<file path="config.mk">
export PLATFORM = sky130hd
export DESIGN_NAME = uart_brk_tx
export DESIGN_NICKNAME = d
export VERILOG_FILES = /design/src/rtl/uart_brk_tx_pkg.sv /design/src/rtl/uart_brk_tx_tick_div.sv /design/src/rtl/uart_brk_tx_frame.sv /design/src/rtl/uart_brk_tx_ctrl.sv /design/src/rtl/uart_brk_tx.sv
export SDC_FILE = /design/constraint.sdc
export NUM_CORES = 1
export LEC_CHECK = 0
export BUFFER_PORTS_ARGS = -buffer_cell sky130_fd_sc_hd__buf_2
export CORE_UTILIZATION = 45
export CTS_CLUSTER_DIAMETER = 80
export DETAILED_ROUTE_END_ITERATION = 8
export GPL_ROUTABILITY_DRIVEN = 0
export PLACE_DENSITY = 0.68
export SLEW_MARGIN = 10
export SYNTH_ARGS = -nofsm -noshare
export SYNTH_HDL_FRONTEND = slang
export SYNTH_SLANG_ARGS = --single-unit
</file>
<file path="constraint.sdc">
create_clock -name clk -period 4.4 [get_ports clk]
set_input_delay 0.88 -clock clk [delete_from_list [all_inputs] [get_ports clk]]
set_output_delay 0.88 -clock clk [all_outputs]
set_load 0.01 [all_outputs]
</file>
<file path="src/rtl/uart_brk_tx_pkg.sv">
package uart_brk_tx_pkg;

  typedef enum logic {
    ST_IDLE = 1'b0,
    ST_SEND = 1'b1
  } tx_state_e;

  typedef struct packed {
    logic par_en;
    logic par_odd;
    logic two_stop;
    logic nine_bit;
  } frame_cfg_t;

endpackage

</file>
<file path="src/rtl/uart_brk_tx_tick_div.sv">
module uart_brk_tx_tick_div #(
  parameter int TICKS_PER_BIT = 16
) (
  input  logic clk,
  input  logic rst_n,
  input  logic run,
  input  logic restart,
  input  logic baud_tick,
  output logic bit_end
);
  localparam int CNT_W = (TICKS_PER_BIT > 1) ? $clog2(TICKS_PER_BIT) : 1;
  localparam logic [CNT_W-1:0] LAST = CNT_W'(TICKS_PER_BIT - 1);

  logic [CNT_W-1:0] cnt_q;

  always_ff @(posedge clk) begin
    if (!rst_n) begin
      cnt_q <= '0;
    end else if (restart) begin
      cnt_q <= '0;
    end else if (run && baud_tick) begin
      cnt_q <= (cnt_q == LAST) ? '0 : cnt_q + CNT_W'(1);
    end
  end

  assign bit_end = run && baud_tick && (cnt_q == LAST);

  // the counter never moves while the transmitter is idle
  a_r3_idle_counter_rests: assert property (@(posedge clk) disable iff (!rst_n)
    (!run && !restart) |=> $stable(cnt_q));

endmodule

</file>
<file path="src/rtl/uart_brk_tx_frame.sv">
module uart_brk_tx_frame
  import uart_brk_tx_pkg::*;
#(
  parameter int DATA_W = 8
) (
  input  logic              clk,
  input  logic              rst_n,
  input  logic              load,
  input  logic              clear,
  input  logic              advance,
  input  logic [DATA_W-1:0] data,
  input  frame_cfg_t        cfg,
  input  logic              mp,
  output logic              line_bit,
  output logic              last_bit
);
  localparam int FRAME_MAX = DATA_W + 4;
  localparam int IDX_W     = $clog2(FRAME_MAX + 1);

  function automatic logic has_extra(input frame_cfg_t c);
    return c.par_en || c.nine_bit;
  endfunction

  function automatic logic extra_value(input logic [DATA_W-1:0] d,
                                       input frame_cfg_t c, input logic m);
    return c.nine_bit ? m : ((^d) ^ c.par_odd);
  endfunction

  function automatic logic [IDX_W-1:0] frame_len(input frame_cfg_t c);
    logic [IDX_W-1:0] n;
    n = IDX_W'(DATA_W + 2);
    if (has_extra(c)) n = n + IDX_W'(1);
    if (c.two_stop)   n = n + IDX_W'(1);
    return n;
  endfunction

  function automatic logic [FRAME_MAX-1:0] frame_bits(input logic [DATA_W-1:0] d,
                                                      input frame_cfg_t c,
                                                      input logic m);
    logic [FRAME_MAX-1:0] f;
    f = '1;
    f[0] = 1'b0;
    f[DATA_W:1] = d;
    if (has_extra(c)) f[DATA_W+1] = extra_value(d, c, m);
    return f;
  endfunction

  logic [FRAME_MAX-1:0] sreg_q;
  logic [IDX_W-1:0]     idx_q;
  logic [IDX_W-1:0]     len_q;

  always_ff @(posedge clk) begin
    if (!rst_n) begin
      sreg_q <= '1;
      idx_q  <= '0;
      len_q  <= IDX_W'(1);
    end else if (clear) begin
      sreg_q <= '1;
      idx_q  <= '0;
    end else if (load) begin
      sreg_q <= frame_bits(data, cfg, mp);
      idx_q  <= '0;
      len_q  <= frame_len(cfg);
    end else if (advance) begin
      sreg_q <= {1'b1, sreg_q[FRAME_MAX-1:1]};
      idx_q  <= idx_q + IDX_W'(1);
    end
  end

  assign line_bit = sreg_q[0];
  assign last_bit = (idx_q == len_q - IDX_W'(1));

  // the bit index never runs past the frame length
  a_r7_index_in_range: assert property (@(posedge clk) disable iff (!rst_n)
    idx_q < len_q);

  // without a bit boundary the frame state holds
  a_r3_hold_without_tick: assert property (@(posedge clk) disable iff (!rst_n)
    (!advance && !load && !clear) |=> ($stable(idx_q) && $stable(sreg_q)));

endmodule

</file>
<file path="src/rtl/uart_brk_tx_ctrl.sv">
module uart_brk_tx_ctrl
  import uart_brk_tx_pkg::*;
(
  input  logic clk,
  input  logic rst_n,
  input  logic in_valid,
  input  logic cfg_brk,
  input  logic bit_end,
  input  logic last_bit,
  output logic in_ready,
  output logic busy,
  output logic load,
  output logic clear
);
  tx_state_e state_q;
  logic      finish;
  logic      abort;

  assign busy     = (state_q == ST_SEND);
  assign in_ready = (state_q == ST_IDLE) && !cfg_brk;
  assign load     = in_valid && in_ready;
  assign abort    = busy && cfg_brk;
  assign finish   = busy && !cfg_brk && bit_end && last_bit;
  assign clear    = abort || finish;

  always_ff @(posedge clk) begin
    if (!rst_n) begin
      state_q <= ST_IDLE;
    end else if (load) begin
      state_q <= ST_SEND;
    end else if (clear) begin
      state_q <= ST_IDLE;
    end
  end

  // break always leaves the transmitter idle one cycle later
  a_r10_break_aborts: assert property (@(posedge clk) disable iff (!rst_n)
    cfg_brk |=> !busy);

  // busy only drops at the last bit boundary or on break
  a_r8_busy_ends_cleanly: assert property (@(posedge clk) disable iff (!rst_n)
    (busy && !bit_end && !cfg_brk) |=> busy);

endmodule

</file>
<file path="src/rtl/uart_brk_tx.sv">
module uart_brk_tx
  import uart_brk_tx_pkg::*;
#(
  parameter int DATA_W        = 8,
  parameter int TICKS_PER_BIT = 16
) (
  input  logic              clk,
  input  logic              rst_n,
  input  logic              baud_tick,
  input  logic [DATA_W-1:0] in_data,
  input  logic              in_valid,
  output logic              in_ready,
  input  logic              cfg_par_en,
  input  logic              cfg_par_odd,
  input  logic              cfg_two_stop,
  input  logic              cfg_nine_bit,
  input  logic              cfg_brk,
  input  logic              mp_bit,
  output logic              tx_line,
  output logic              busy
);
  frame_cfg_t cfg_now;
  logic       bit_end;
  logic       last_bit;
  logic       load;
  logic       clear;
  logic       line_bit;

  assign cfg_now = '{par_en: cfg_par_en, par_odd: cfg_par_odd,
                     two_stop: cfg_two_stop, nine_bit: cfg_nine_bit};

  uart_brk_tx_ctrl u_ctrl (
    .clk      (clk),
    .rst_n    (rst_n),
    .in_valid (in_valid),
    .cfg_brk  (cfg_brk),
    .bit_end  (bit_end),
    .last_bit (last_bit),
    .in_ready (in_ready),
    .busy     (busy),
    .load     (load),
    .clear    (clear)
  );

  uart_brk_tx_tick_div #(.TICKS_PER_BIT(TICKS_PER_BIT)) u_tick (
    .clk       (clk),
    .rst_n     (rst_n),
    .run       (busy),
    .restart   (load || clear),
    .baud_tick (baud_tick),
    .bit_end   (bit_end)
  );

  uart_brk_tx_frame #(.DATA_W(DATA_W)) u_frame (
    .clk      (clk),
    .rst_n    (rst_n),
    .load     (load),
    .clear    (clear),
    .advance  (bit_end),
    .data     (in_data),
    .cfg      (cfg_now),
    .mp       (mp_bit),
    .line_bit (line_bit),
    .last_bit (last_bit)
  );

  assign tx_line = cfg_brk ? 1'b0 : line_bit;

  // an idle, unbroken line rests high
  a_r1_idle_line_high: assert property (@(posedge clk) disable iff (!rst_n)
    (!busy && !cfg_brk) |-> tx_line);

  // an accepted byte opens with a low start bit
  a_r2_start_after_accept: assert property (@(posedge clk) disable iff (!rst_n)
    (in_valid && in_ready) |=> (busy && (cfg_brk || !tx_line)));

endmodule

</file>
==> results.toml <==
[routing]
drt_wl_total_um = 2530
detail-route-antenna-nets = 0
dr.pass1.iters = 4
drc = 0
viasPerCell = 5.34
drt-initial-drc-count = 32
via_count = 1041
wl_per_cell_um = 13.0

[cells_and_area]
layout_commonest_cell = "dfxtp_1"
layout_common_cells = "dfxtp_1, buf_2, nor2_1"
drive_gt1_frac = 0.182
final_nets = 189
n_antenna_cell = 0
area_delta_synth_final_pct = 11.6

[yosys]
synth-seq-cells = 23
synth-edff-count = 0
synth_area_leader_cell = "dfxtp_1"
ys_seq_area_frac = 0.363
synthArstFlopShare = 0
synth_area_mm2 = 0.00127
syn_nets = 169
synth_ff_type = "dfxtp_1"
syn_area_per_cell_um2 = 8.69
yosysUniqueCellTypes = 31
synth_top_area_share = 0.363
yosysWarnings = 0
synthTopCellsByArea = "dfxtp_1, xnor2_1, nor3_1"
syn_inst = 146

[global_routing]
antenna_found_initial = 0
grt_max_degree = 14
gr-total-overflow = 0
grtUsageTotal = 0.197
grt_pass1_wl_um = 4100
grt_pass1_vias = 963

[critical_path]
crit_type = "in2out"
cp-start-kind = "primary input"
worstPathArrival_ns = 1.30
path_max_fanout = 6
endpoint_kind = "output pin"
required_ns = 3.52

[clock_tree]
cts_hold_buf = 0
h-tree-depth = 1
clockBufferDepth = 2
clock_latency_ns = 0.32
postCtsSetupBuffers = 0
cts_made_buffers = 3
clk_pin_slew_worst_paths_ns = 0.12
clock_sinks = 23
cts_tree = "done"
clockRootBuffer = "clkbuf_4"
cts-resized-gates = 0

[die]
core.rowCount = 18
die_x_um = 55.1
pin_count = 21
start_util = 0.494
die_y_um = 55.1
die_area_mm2 = 0.00304
coreArea_mm2 = 0.00257

[place]
dp_hpwl_um = 1940
io_buffers = 20

[run_status]
status = "finished, final reports clean"

[timing]
finalHoldViolCount = 0
setup_tns_ns = 0
finalSetupViolCount = 0
worst_slew_pin_slew_ns = 0.797
slew_headroom = 0.468
rsz0062_at_grt = "no"
post-route-min-period_ns = 2.18
fmax_mhz = 458
period_share = 0.496
skew_ns = 0.00549
slew_viol_final = 0

[flow_run]
maxCapViolations = 0

[power]
finalPower_uw = 389
power.leakage_uw = 0.000615
power_density_mw_per_mm2 = 274
ir_drop_mv = 0.183

[worst_hold_path]
holdCritPathClass = "reg2reg"
cells in the mapped netlist, types with 2 or more instances:
cell and number:
nor2_1 15, xor2_1 3, o21ai_0 10, nand3_1 4, dfxtp_1 23, inv_1 11
a21boi_0 2, nor3b_1 2, a21oi_1 2, a211oi_1 8, nor3_1 13, xor3_1 2
xnor2_1 10, ha_1 5, or2_2 2, clkbuf_1 5, mux2i_1 2, nor2b_1 3
nand2_1 12
layer usage:
layer / share of wire / vias up / global-route usage
met5: 0 / - / 0
met4: 0.023 / 0 / 0.113
met3: 0.032 / 5 / 0.0355
met2: 0.44 / 17 / 0.321
met1: 0.50 / 475 / 0.241
li1: - / 544 / -
area by class of cell:
cell class | count | area [um2]
clock buffer | 4 | 26.3
fill | 260 | 1150
inverter | 11 | 41.3
multi-input combinational | 106 | 743
sequential | 23 | 460
tap | 30 | 37.5
timing repair buffer | 21 | 108
critical path: stages:
cell and delay [ns]:
buf_2 0.14, nor2_1 0.13, buf_2 0.16
where the power goes:
group / total [uW] / leakage (uW) / internal, uW / switching [uW]
clock network: 100 / 0.0000150 / 35.5 / 64.7
registers: 222 / 0.000188 / 216 / 5.77
logic: 66.7 / 0.000412 / 34.4 / 32.3
final timing paths:
check | startpoint | to | slack [ns] | cells past startpoint
hold reg to reg | u_tick.cnt_q[1] | u_tick.cnt_q[1] | 0.49 | 2
setup / recovery | cfg_brk | in_ready | 2.22 | 3
hold / removal | u_tick.cnt_q[1] | u_tick.cnt_q[1] | 0.49 | 2
setup reg to reg | u_ctrl.busy | u_frame.sreg_q[9] | 2.33 | 4
per-stage QoR:
stage,cell area [um2],setup WS [ns],util,instances,hold WS (ns)
2_1_floorplan,1270,2.32,-,146,0.452
3_3_place_gp,1390,1.97,0.541,191,0.472
3_5_place_dp,1390,1.91,0.541,191,0.480
4_1_cts,1420,2.22,0.552,195,0.503
5_1_grt,1420,2.14,0.552,195,0.519
6_report,1420,2.22,0.552,195,0.495
sequential cells by signal, indices dropped and copies added (netlist names):
| name | count |
|---|---|
| u_frame.sreg_q | 10 |
| u_tick.cnt_q | 4 |
| u_frame.idx_q | 4 |
| u_ctrl.busy | 1 |
| u_frame.len_q | 4 |
cells by family (layout without fill, tap and decap cells):
| kind of cell | after synthesis | in the layout | share of synthesized area |
|---|---|---|---|
| simple gates | 54 | 54 | 0.205 |
| compound gates | 29 | 29 | 0.171 |
| flops | 23 | 23 | 0.363 |
| buf+inv | 17 | 36 | 0.0513 |
| xor+xnor | 16 | 16 | 0.145 |
| fa+ha+maj | 5 | 5 | 0.0493 |
| mux | 2 | 2 | 0.0158 |
Power figures use the tool's default switching activity.
